<file path="src/rtl/bus_region_pkg.sv">
package bus_region_pkg;
  typedef enum logic [1:0] {
    PW8  = 2'b00,
    PW16 = 2'b01,
    PW32 = 2'b10,
    PW64 = 2'b11
  } port_width_t;
endpackage

</file>
<file path="src/rtl/region_match.sv">
module region_match #(
  parameter int AW = 16,
  parameter int N  = 4,
  parameter logic [N*AW-1:0] BASE = '0,
  parameter logic [N*AW-1:0] MASK = '0
) (
  input  logic [AW-1:0] adr,
  output logic [N-1:0]  hit
);
  for (genvar i = 0; i < N; i++) begin : g_cmp
    localparam logic [AW-1:0] M = MASK[i*AW +: AW];
    localparam logic [AW-1:0] B = BASE[i*AW +: AW] & M;
    assign hit[i] = ((adr & M) == B);
  end
endmodule

</file>
<file path="src/rtl/priority_pick.sv">
module priority_pick #(
  parameter int N  = 4,
  parameter int IW = 2
) (
  input  logic [N-1:0]  hit,
  output logic [N-1:0]  onehot,
  output logic [IW-1:0] idx,
  output logic          any
);
  always_comb begin
    onehot = '0;
    idx    = '0;
    for (int i = N - 1; i >= 0; i--) begin
      if (hit[i]) begin
        onehot    = '0;
        onehot[i] = 1'b1;
        idx       = IW'(i);
      end
    end
  end
  assign any = |hit;
endmodule

</file>
<file path="src/rtl/bus_region_decoder.sv">
module bus_region_decoder
  import bus_region_pkg::*;
#(
  parameter int ADDR_W    = 16,
  parameter int N_REGIONS = 4,
  parameter logic [N_REGIONS*ADDR_W-1:0] REGION_BASE =
    {16'h6000, 16'h4000, 16'h4000, 16'h0000},
  parameter logic [N_REGIONS*ADDR_W-1:0] REGION_MASK =
    {16'hE000, 16'hE000, 16'hF000, 16'hC000},
  parameter logic [2*N_REGIONS-1:0] REGION_SIZE =
    {PW64, PW16, PW8, PW32}
) (
  input  logic                 clk,
  input  logic                 rst,
  input  logic                 cyc_i,
  input  logic                 stb_i,
  input  logic [ADDR_W-1:0]    adr_i,
  output logic [N_REGIONS-1:0] sel_o,
  output logic [1:0]           size_o,
  output logic                 err_o
);
  localparam int IDX_W = (N_REGIONS > 1) ? $clog2(N_REGIONS) : 1;

  logic [N_REGIONS-1:0] hit, pick;
  logic [IDX_W-1:0]     pick_idx;
  logic                 pick_any;
  logic                 req;
  logic                 err_seen;
  port_width_t          width_c;

  region_match #(
    .AW(ADDR_W), .N(N_REGIONS), .BASE(REGION_BASE), .MASK(REGION_MASK)
  ) u_match (
    .adr(adr_i), .hit(hit)
  );

  priority_pick #(.N(N_REGIONS), .IW(IDX_W)) u_pick (
    .hit(hit), .onehot(pick), .idx(pick_idx), .any(pick_any)
  );

  assign req     = cyc_i & stb_i;
  assign width_c = port_width_t'(REGION_SIZE[2*int'(pick_idx) +: 2]);

  always_ff @(posedge clk) begin
    if (rst) begin
      sel_o    <= '0;
      size_o   <= PW8;
      err_o    <= 1'b0;
      err_seen <= 1'b0;
    end else begin
      sel_o    <= req ? pick : '0;
      size_o   <= (req && pick_any) ? width_c : PW8;
      err_o    <= req && !pick_any && !err_o && !err_seen;
      err_seen <= req && (err_seen || err_o);
    end
  end
endmodule

</file>
<file path="config.mk">
export PLATFORM = sky130hd
export DESIGN_NAME = bus_region_decoder
export DESIGN_NICKNAME = d
export VERILOG_FILES = /design/src/rtl/bus_region_pkg.sv /design/src/rtl/region_match.sv /design/src/rtl/priority_pick.sv /design/src/rtl/bus_region_decoder.sv
export SDC_FILE = /design/constraint.sdc
export NUM_CORES = 1
export LEC_CHECK = 0
export BUFFER_PORTS_ARGS = -buffer_cell sky130_fd_sc_hd__buf_4
export CORE_AREA = 2 2 39 41
export CTS_CLUSTER_DIAMETER = 200
export CTS_CLUSTER_SIZE = 14
export DETAILED_ROUTE_END_ITERATION = 10
export DIE_AREA = 0 0 41 43
export PLACE_DENSITY_LB_ADDON = 0.1
export SETUP_SLACK_MARGIN = 0.3
export SLEW_MARGIN = 20
export SYNTH_ARGS = -nofsm -noshare
export SYNTH_HDL_FRONTEND = slang
export SYNTH_SLANG_ARGS = --single-unit
</file>
<file path="constraint.sdc">
create_clock -name clk -period 1.25 [get_ports clk]
set_clock_uncertainty 0.1 [all_clocks]
set_input_delay 0.1875 -clock clk [delete_from_list [all_inputs] [get_ports clk]]
set_output_delay 0.1875 -clock clk [all_outputs]
set_load 0.01 [all_outputs]
</file>
Word level (Yosys, flattened, before mapping):

Cells that the tools add are included.

* bits in registers: 8
* input bits: 20
* output and inout bits: 7
* word-level logic and storage cells: 38

* eq/ne operators: 3
* shift operators: 1
* multiplexer cells: 8
* bitwise logic cells: 3
* reduce and logical (&&, ||, !) cells: 16

Operator list (number)
* $logic_not A16 Y1: 1
* $mux W2: 5
* $reduce_or A4 Y1: 2
* $shiftx A8 B4 Y2 const A: 1
* $eq A3 B2 Y1 const B: 2
* $logic_and A1 B1 Y1: 5
* $reduce_or A5 Y1: 1
* $eq A4 B3 Y1 const B: 1
* $mux W4: 1
* $reduce_or A2 Y1: 2
* $logic_not A1 Y1: 3
* $mux W3: 1
* $reduce_or A3 Y1: 1
* $not A1 Y1: 2
* $and A1 B1 Y1: 1
* $logic_or A1 B1 Y1: 1
* $mux W1: 1

Logic depth before layout (Yosys ltp):

Gate-level depths: netlist (run 1).

* depth in word-level cells: 6
* gate-level depth with buffers: 2
* mapped depth without buffers: 2

Hierarchy:

Synthesis (run 1) repeated with hierarchy kept, for this count alone.

* cell total of the unflattened synthesis: 33
* area, all modules: 357.8 um^2

By module, submodules not included
* bus_region_decoder: instances 1, cells an instance 19, area each 262.8 um^2, sequential area each 160.2 um^2
* priority_pick: instances 1, cells an instance 10, area each 58.8 um^2, sequential area each 0.0 um^2
* region_match: instances 1, cells an instance 4, area each 36.3 um^2, sequential area each 0.0 um^2

Worst setup path after synthesis (run 1):

Ideal clock, no wire load.

* path kind: in2reg
* from: input port rst
* to: register sel_o[1]
* library setup time: 0.087 ns
* data arrival time: 0.660 ns
* required time: 1.063 ns
* setup slack: 0.403 ns
* stages on the path: 2
* path buffers: 0
* cells stage by stage: nand4bb_4 > nor4b_2

* cells in the longest elaborated chain, start to end: 1

Ends and longest elaborated chain
* start: declaration: line bus_region_decoder.sv:14 `input logic rst,`
* $reduce_or A3 Y1 (no line)
* end signal: assignment: line bus_region_decoder.sv:51 `sel_o <= req ? pick : '0;`
* end: declaration: line bus_region_decoder.sv:18 `output logic [N_REGIONS-1:0] sel_o,`

No other way between the ends.
A chain may end at the register's enable or synchronous reset.

Worst setup path in the final report (run 1):

* from: register err_o
* to: output port err_o

RTL lines
* start: declaration: line bus_region_decoder.sv:20 `output logic err_o`
* start signal: assignment: line bus_region_decoder.sv:53 `err_o <= req && !pick_any && !err_o && !err_seen;`

No word-level cell between the ends.

==> flow_metrics.env, run 1 <==
export IMPL_dieHeight_um=43
export IMPL_grt_pass1_vias=230
export IMPL_fmaxAchievable_mhz=1025
export IMPL_crit_buf_inv=1
export IMPL_final_max_slew_viol_count=0
export IMPL_crit_arrival_ps=690
export IMPL_finalCritPeriodShare_pct=78.06
export IMPL_crit_fanout=2
export IMPL_drive_above_1_share_pct=65.85
export IMPL_fill_cells=149
export IMPL_die_area_um2=1763
export IMPL_worstHoldPathType="in -> reg"
export IMPL_r2r_start="err_o"
export IMPL_crit_slowest_cell="dfxtp_2"
export IMPL_p_per_area_nw_per_um2=1100
export IMPL_port_buffers=14
export IMPL_setup_viol_count_final=0
export IMPL_worst_slack_ps=274.3
export IMPL_crit_start="err_o"
export IMPL_finalHoldViolations=1
export IMPL_first_iter_violations=3
export IMPL_worst_path_stages=1
export IMPL_antenna_found_initial=0
export IMPL_overflow=0
export IMPL_violations="hold timing"
export IMPL_fin_crit_ps=975.7
export IMPL_vias_per_cell=4.053
export IMPL_required_ps=960
export IMPL_slew_headroom_pct=87.27
export IMPL_synth_cells=23
export IMPL_num_io_pins=27
export IMPL_syn_nets=43
export IMPL_cp_start_kind="register"
export IMPL_gp_congestion=0.5380
export IMPL_synth_yosys_seq_area_share_pct=60.09
export IMPL_hold_slack_ps=-0.7148
export IMPL_ys_types=10
export IMPL_r2r_end="err_o"
export IMPL_pre_cts_ws_ps=238.1
export IMPL_initial_core_util_pct=19.26
export IMPL_drc=0
export IMPL_die_width_um=41
export IMPL_num_antenna_cells=0
export IMPL_coreArea_um2=1384
export IMPL_clk_latency_ps=250
export IMPL_max_clock_path_buffers=2
export IMPL_ctsHtreeMaxLevel=1
export IMPL_vias=231
export IMPL_peakVddDrop_uv=477.1
export IMPL_grt_usage_pct=8.788
export IMPL_cp_endpoint="err_o"
export IMPL_clock_sinks=8
export IMPL_routedWlPerCell_um=9.526
export IMPL_wl_um=543
export IMPL_cp_end_kind="output pin"
export IMPL_synth_area_per_cell_um2=11.59
export IMPL_ant_nets=0
export IMPL_reg2regPathDepth=2
export IMPL_netlist_area_um2=266.5
export IMPL_outcome="finished, violations left"
export IMPL_cp_cell_sequence="buf_6"
export IMPL_grt_max_degree=7
export IMPL_final_common_cell="buf_4"
export IMPL_cp_top_family="flip-flops"
export IMPL_final_cell_mix="buf_4, buf_6, nor2_1, dfxtp_2, clkbuf_4"
export IMPL_dr_pass1_iters=2
export IMPL_path_class="reg -> out"
export IMPL_tightestPinTransition_ps=190.4
export IMPL_yosysWarningCount=0
export IMPL_critPathMaxStageDelay_ps=320
export IMPL_syn2layout_area_growth_pct=73.24
export IMPL_grt_pass1_wl_um=903
export IMPL_cts_tree="yes"
export IMPL_rsz0062_at_grt="yes"
export IMPL_ys_ff_latch=8
export IMPL_layout_nets=63
export IMPL_p_leak_nw=0.1942
export IMPL_fin_setup_tns_ps=0
export IMPL_rows=14
export IMPL_ctsRootBufferMaster="clkbuf_4"
export IMPL_path_clk_slew_ps=60
export IMPL_numCtsBuffers=3
export IMPL_cap_violations=0
export IMPL_rrSetupSlack_ps=370
## Yosys cell counts
cell type | count | area share (%)
dfxtp_1 | 8 | 60
nor2_1 | 6 | 8.5
nand3b_1 | 2 | 5.6
a21oi_1 | 1 | 1.9
inv_1 | 1 | 1.4
nand2_1 | 1 | 1.4
nand4bb_4 | 1 | 10
nor4b_1 | 1 | 3.3
nor4b_2 | 1 | 5.6
o21ai_0 | 1 | 1.9
## power breakdown
group,internal (mW),leakage [nW],switching (mW)
combinational,0.0306,0.113,0.0186
sequential,0.259,0.0676,0.00181
clock,0.110,0.0138,0.0878
## repair_timing
item,in CTS,in global routing
endpoints found under the setup margin,7,8
hold endpoints to repair,1,1
gates resized for setup,11,3
buffers inserted,1,0
## worst min path at each step
stage,from,endpoint,slack (ps),cells past startpoint
5_1_grt,adr_i[12],sel_o[1],-6,2
3_5_place_dp,adr_i[12],sel_o[1],270,2
3_3_place_gp,adr_i[12],sel_o[1],270,2
2_1_floorplan,adr_i[12],sel_o[1],160,1
4_1_cts,adr_i[12],sel_o[1],-10,2
6_report,adr_i[12],sel_o[1],-0.7,2
## layer usage
metal	routed length, um	global-route usage [%]	vias to the layer above
li1	-	-	115
met1	195	7.869	103
met2	277	10.94	11
met3	61	5.236	2
met4	10	12.00	0
met5	0	0	-
## worst reg2reg max path, delay by kind of cell (launching register included)
family | cells | cell delay (ps)
and+or+nand+nor | 1 | 240
buffers and inverters | 1 | 130
DFF | 1 | 320
## layout make-up
| class | count | area (um2) | share of cell area [%] |
|---|---|---|---|
| Tap cell | 16 | 20.02 | 4.336 |
| Multi-Input combinational cell | 14 | 108.9 | 23.58 |
| Inverter | 1 | 3.754 | 0.8130 |
| Clock buffer | 3 | 22.52 | 4.878 |
| Timing Repair Buffer | 15 | 138.9 | 30.08 |
| Sequential cell | 8 | 167.7 | 36.31 |
## flip-flops by register name (all words and copies together) (netlist names)
register  cells
err_o         1
err_seen      1
sel_o         4
size_o        2
## metrics by stage
stage / instance area [um2] / util, % / power [mW] / instances
3_3_place_gp: 391.6 / 28.30 / 0.3104 / 53
4_1_cts: 452.9 / 32.73 / 0.5214 / 57
6_report: 461.7 / 33.36 / 0.5078 / 57
3_5_place_dp: 391.6 / 28.30 / 0.3110 / 53
2_1_floorplan: 266.5 / - / 0.2802 / 23
5_1_grt: 461.7 / 33.36 / 0.5380 / 57
## cells by family (layout without fill, tap and decap cells)
logic type             Yosys count  in the layout  synth area share, %
and+or+nand+nor                 12             12                34.74
buffers and inverters            1             19                1.407
AOI/OAI and AO/OA                2              2                3.752
DFF                              8              8                60.09
(Power assumes the default switching activity.)
==> inputs of run 2 (changes only) <==
- ABC_AREA: default -> 1
- clock period: 1.25 -> 0.9 ns (I/O delays scaled with it)
==> run 2 against run 1 <==
Net effect: largest power group unchanged; largest cell class unchanged; routed wire length shrank 3.7%; the run ends with hold timing, setup timing left; combinational power is 45% higher; non-clock buffer count did not move; power grew 39%; synthesized area is 3.8% lower; final cell count increased by 16%; utilization increased by 0.36 points.
==> flow_metrics.env, run 2 <==
export IMPL_p_leak_nw=0.2214
export IMPL_drc=0
export IMPL_rows=14
export IMPL_fmaxAchievable_mhz=1092
export IMPL_reg2regPathDepth=4
export IMPL_crit_buf_inv=1
export IMPL_seqCellArea_um2=168.9
export IMPL_num_io_pins=27
export IMPL_worst_path_stages=1
export IMPL_hold_slack_ps=-71.69
export IMPL_die_area_um2=1763
export IMPL_r2r_start="err_o"
export IMPL_cp_endpoint="err_o"
export IMPL_fin_setup_tns_ps=-48.22
export IMPL_crit_start="err_o"
export IMPL_p_clk_share_pct=38.6
export IMPL_ctsRootBufferMaster="clkbuf_4"
export IMPL_grt_pass1_vias=215
export IMPL_clk_latency_ps=250
export IMPL_cts_tree="yes"
export IMPL_dr_pass1_iters=2
export IMPL_cp_cell_sequence="buf_6"
export IMPL_p_sw_mw=0.1552
export IMPL_finalHoldViolations=1
export IMPL_fin_crit_ps=915.9
export IMPL_port_buffers=14
export IMPL_ant_nets=0
export IMPL_slew_headroom_pct=90.47
export IMPL_final_common_cell="nor2_1"
export IMPL_cp_start_kind="register"
export IMPL_outcome="finished, violations left"
export IMPL_grt_max_degree=5
export IMPL_initial_core_util_pct=18.54
export IMPL_synth_cells=32
export IMPL_cp_end_kind="output pin"
export IMPL_ys_ff_latch=8
export IMPL_antenna_found_initial=0
export IMPL_wl_um=523
export IMPL_power_frac_seq_pct=51.3
export IMPL_overflow=0
export IMPL_rsz0062_at_grt="yes"
export IMPL_top_register="sel_o"
export IMPL_synth_enable_flop_cells=0
export IMPL_violations="hold timing, setup timing"
export IMPL_numCtsBuffers=3
export IMPL_p_comb_share_pct=10.1
export IMPL_tightestPinTransition_ps=141.9
export IMPL_hpwl_um=412.5
export IMPL_fin_util_pct=33.73
export IMPL_synthTopCellsByArea="dfxtp_1, nor2_1, nand2_1"
export IMPL_routedWlPerCell_um=7.924
export IMPL_crit_slowest_cell="dfxtp_2"
export IMPL_rrSetupSlack_ps=90
export IMPL_drive_above_1_share_pct=58.00
export IMPL_syn2layout_area_growth_pct=81.95
export IMPL_synth_top_area_share_pct=62.44
export IMPL_ys_flop_type="dfxtp_1"
export IMPL_num_antenna_cells=0
export IMPL_die_width_um=41
export IMPL_required_ps=660
export IMPL_yosysWarningCount=0
export IMPL_final_cell_mix="nor2_1, buf_4, dfxtp_2, buf_6, nand2_1"
export IMPL_synth_yosys_seq_area_share_pct=62.44
export IMPL_cap_violations=0
export IMPL_coreArea_um2=1384
export IMPL_dieHeight_um=43
export IMPL_layout_nets=72
export IMPL_synthTopCellsByCount="nor2_1, dfxtp_1, nand2_1"
export IMPL_setup_viol_count_final=7
export IMPL_multi_input_area_um2=101.3
export IMPL_yosysMostFrequentCell="nor2_1"
export IMPL_ctsHtreeMaxLevel=1
export IMPL_path_class="reg -> out"
export IMPL_grt_pass1_wl_um=814
export IMPL_fill_cells=159
export IMPL_largestRegisters="sel_o x4, size_o x2"
export IMPL_r2r_end="err_o"
export IMPL_grt_usage_pct=7.661
export IMPL_final_area_um2=466.7
export IMPL_worst_slack_ps=-15.86
export IMPL_path_clk_slew_ps=60
export IMPL_async_reset_ff_share_pct=0
export IMPL_worstHoldPathType="in -> reg"
export IMPL_finalCritPeriodShare_pct=101.8
export IMPL_vias=243
export IMPL_largest_register_ffs=4
export IMPL_cp_top_family="flip-flops"
export IMPL_crit_fanout=2
export IMPL_final_max_slew_viol_count=0
export IMPL_placed_area_um2=397.9
export IMPL_switching_share_pct=21.94
export IMPL_p_per_area_nw_per_um2=1516
export IMPL_clock_sinks=8
export IMPL_gp_congestion=0.7046
export IMPL_syn_nets=52
export IMPL_ys_types=6
export IMPL_vias_per_cell=3.682
export IMPL_yosysTopAreaCell="dfxtp_1"
export IMPL_first_iter_violations=1
export IMPL_internal_power_mw=0.5522
export IMPL_critPathMaxStageDelay_ps=320
export IMPL_crit_arrival_ps=680
export IMPL_max_clock_path_buffers=2
export IMPL_netlist_area_um2=256.5
export IMPL_peakVddDrop_uv=620.6
export IMPL_synth_area_per_cell_um2=8.016
## run 2: cell types whose count changed in the layout (fill, tap and decap cells not counted), sizes merged
cell     delta
nand2       +6
o21ai       -1
inv         +3
a21oi       -1
nor4b       -2
nor3        +1
nor2        +6
nand4bb     -1
nand3b      -2
## run 2: what timing repair did
action / 4_1_cts / 5_1_grt
resized for setup: 13 / 1
endpoints found under the hold margin: 1 / 1
pin swaps: 2 / 0
endpoints found under the setup margin: 9 / 9
setup buffers: 1 / 0
## run 2: layout make-up
cell class                      instances  share of cell area (%)
Sequential cell                         8                   36.19
Timing Repair Buffer                   15                   29.76
Multi-Input combinational cell         20                   21.72
Clock buffer                            3                   4.826
Tap cell                               16                   4.290
Inverter                                4                   3.217
## run 2: power by group through the flow
stage          sequential (mW)  clock, mW  combinational, mW
6_report                 0.363      0.273             0.0713
5_1_grt                  0.363      0.299             0.0784
2_1_floorplan            0.371          0             0.0232
4_1_cts                  0.362      0.295             0.0722
3_5_place_dp             0.369          0             0.0668
3_3_place_gp             0.369          0             0.0663
## run 2: logic make-up after synthesis
group	share of synthesized area (%)
DFF	62.44
and+or+nand+nor	31.71
buffers and inverters	5.852
## run 2: per-stage QoR
step	cells	power (mW)	hold slack [ps]	setup WS, ps
6_report	66	0.7074	-71.69	-15.86
5_1_grt	66	0.7400	-73.05	-35.71
4_1_cts	66	0.7295	-79.53	-27.25
3_5_place_dp	62	0.4358	202.0	145.3
3_3_place_gp	62	0.4352	199.5	142.9
2_1_floorplan	32	0.3946	101.7	190.7
## run 2: layer usage
layer | GRT usage [%] | wire length (um)
met4 | 10.00 | 5
met3 | 4.188 | 52
met5 | 0 | 0
met2 | 9.375 | 255
met1 | 7.492 | 210
## run 2: worst min-delay path by stage
| stage | start | to | slack [ps] | cells after the start |
|---|---|---|---|---|
| 2_1_floorplan | adr_i[14] | sel_o[0] | 100 | 1 |
| 4_1_cts | adr_i[14] | sel_o[0] | -80 | 2 |
| 6_report | adr_i[14] | sel_o[0] | -70 | 2 |
| 5_1_grt | adr_i[14] | sel_o[0] | -70 | 2 |
| 3_3_place_gp | adr_i[14] | sel_o[0] | 200 | 2 |
| 3_5_place_dp | adr_i[14] | sel_o[0] | 200 | 2 |
## run 2: worst register-to-register path: cells and delay by family (launching register included)
| family | cells | cell delay [ps] |
|---|---|---|
| flip-flops | 1 | 320 |
| AND/OR/NAND/NOR | 3 | 200 |
| buffers and inverters | 1 | 130 |
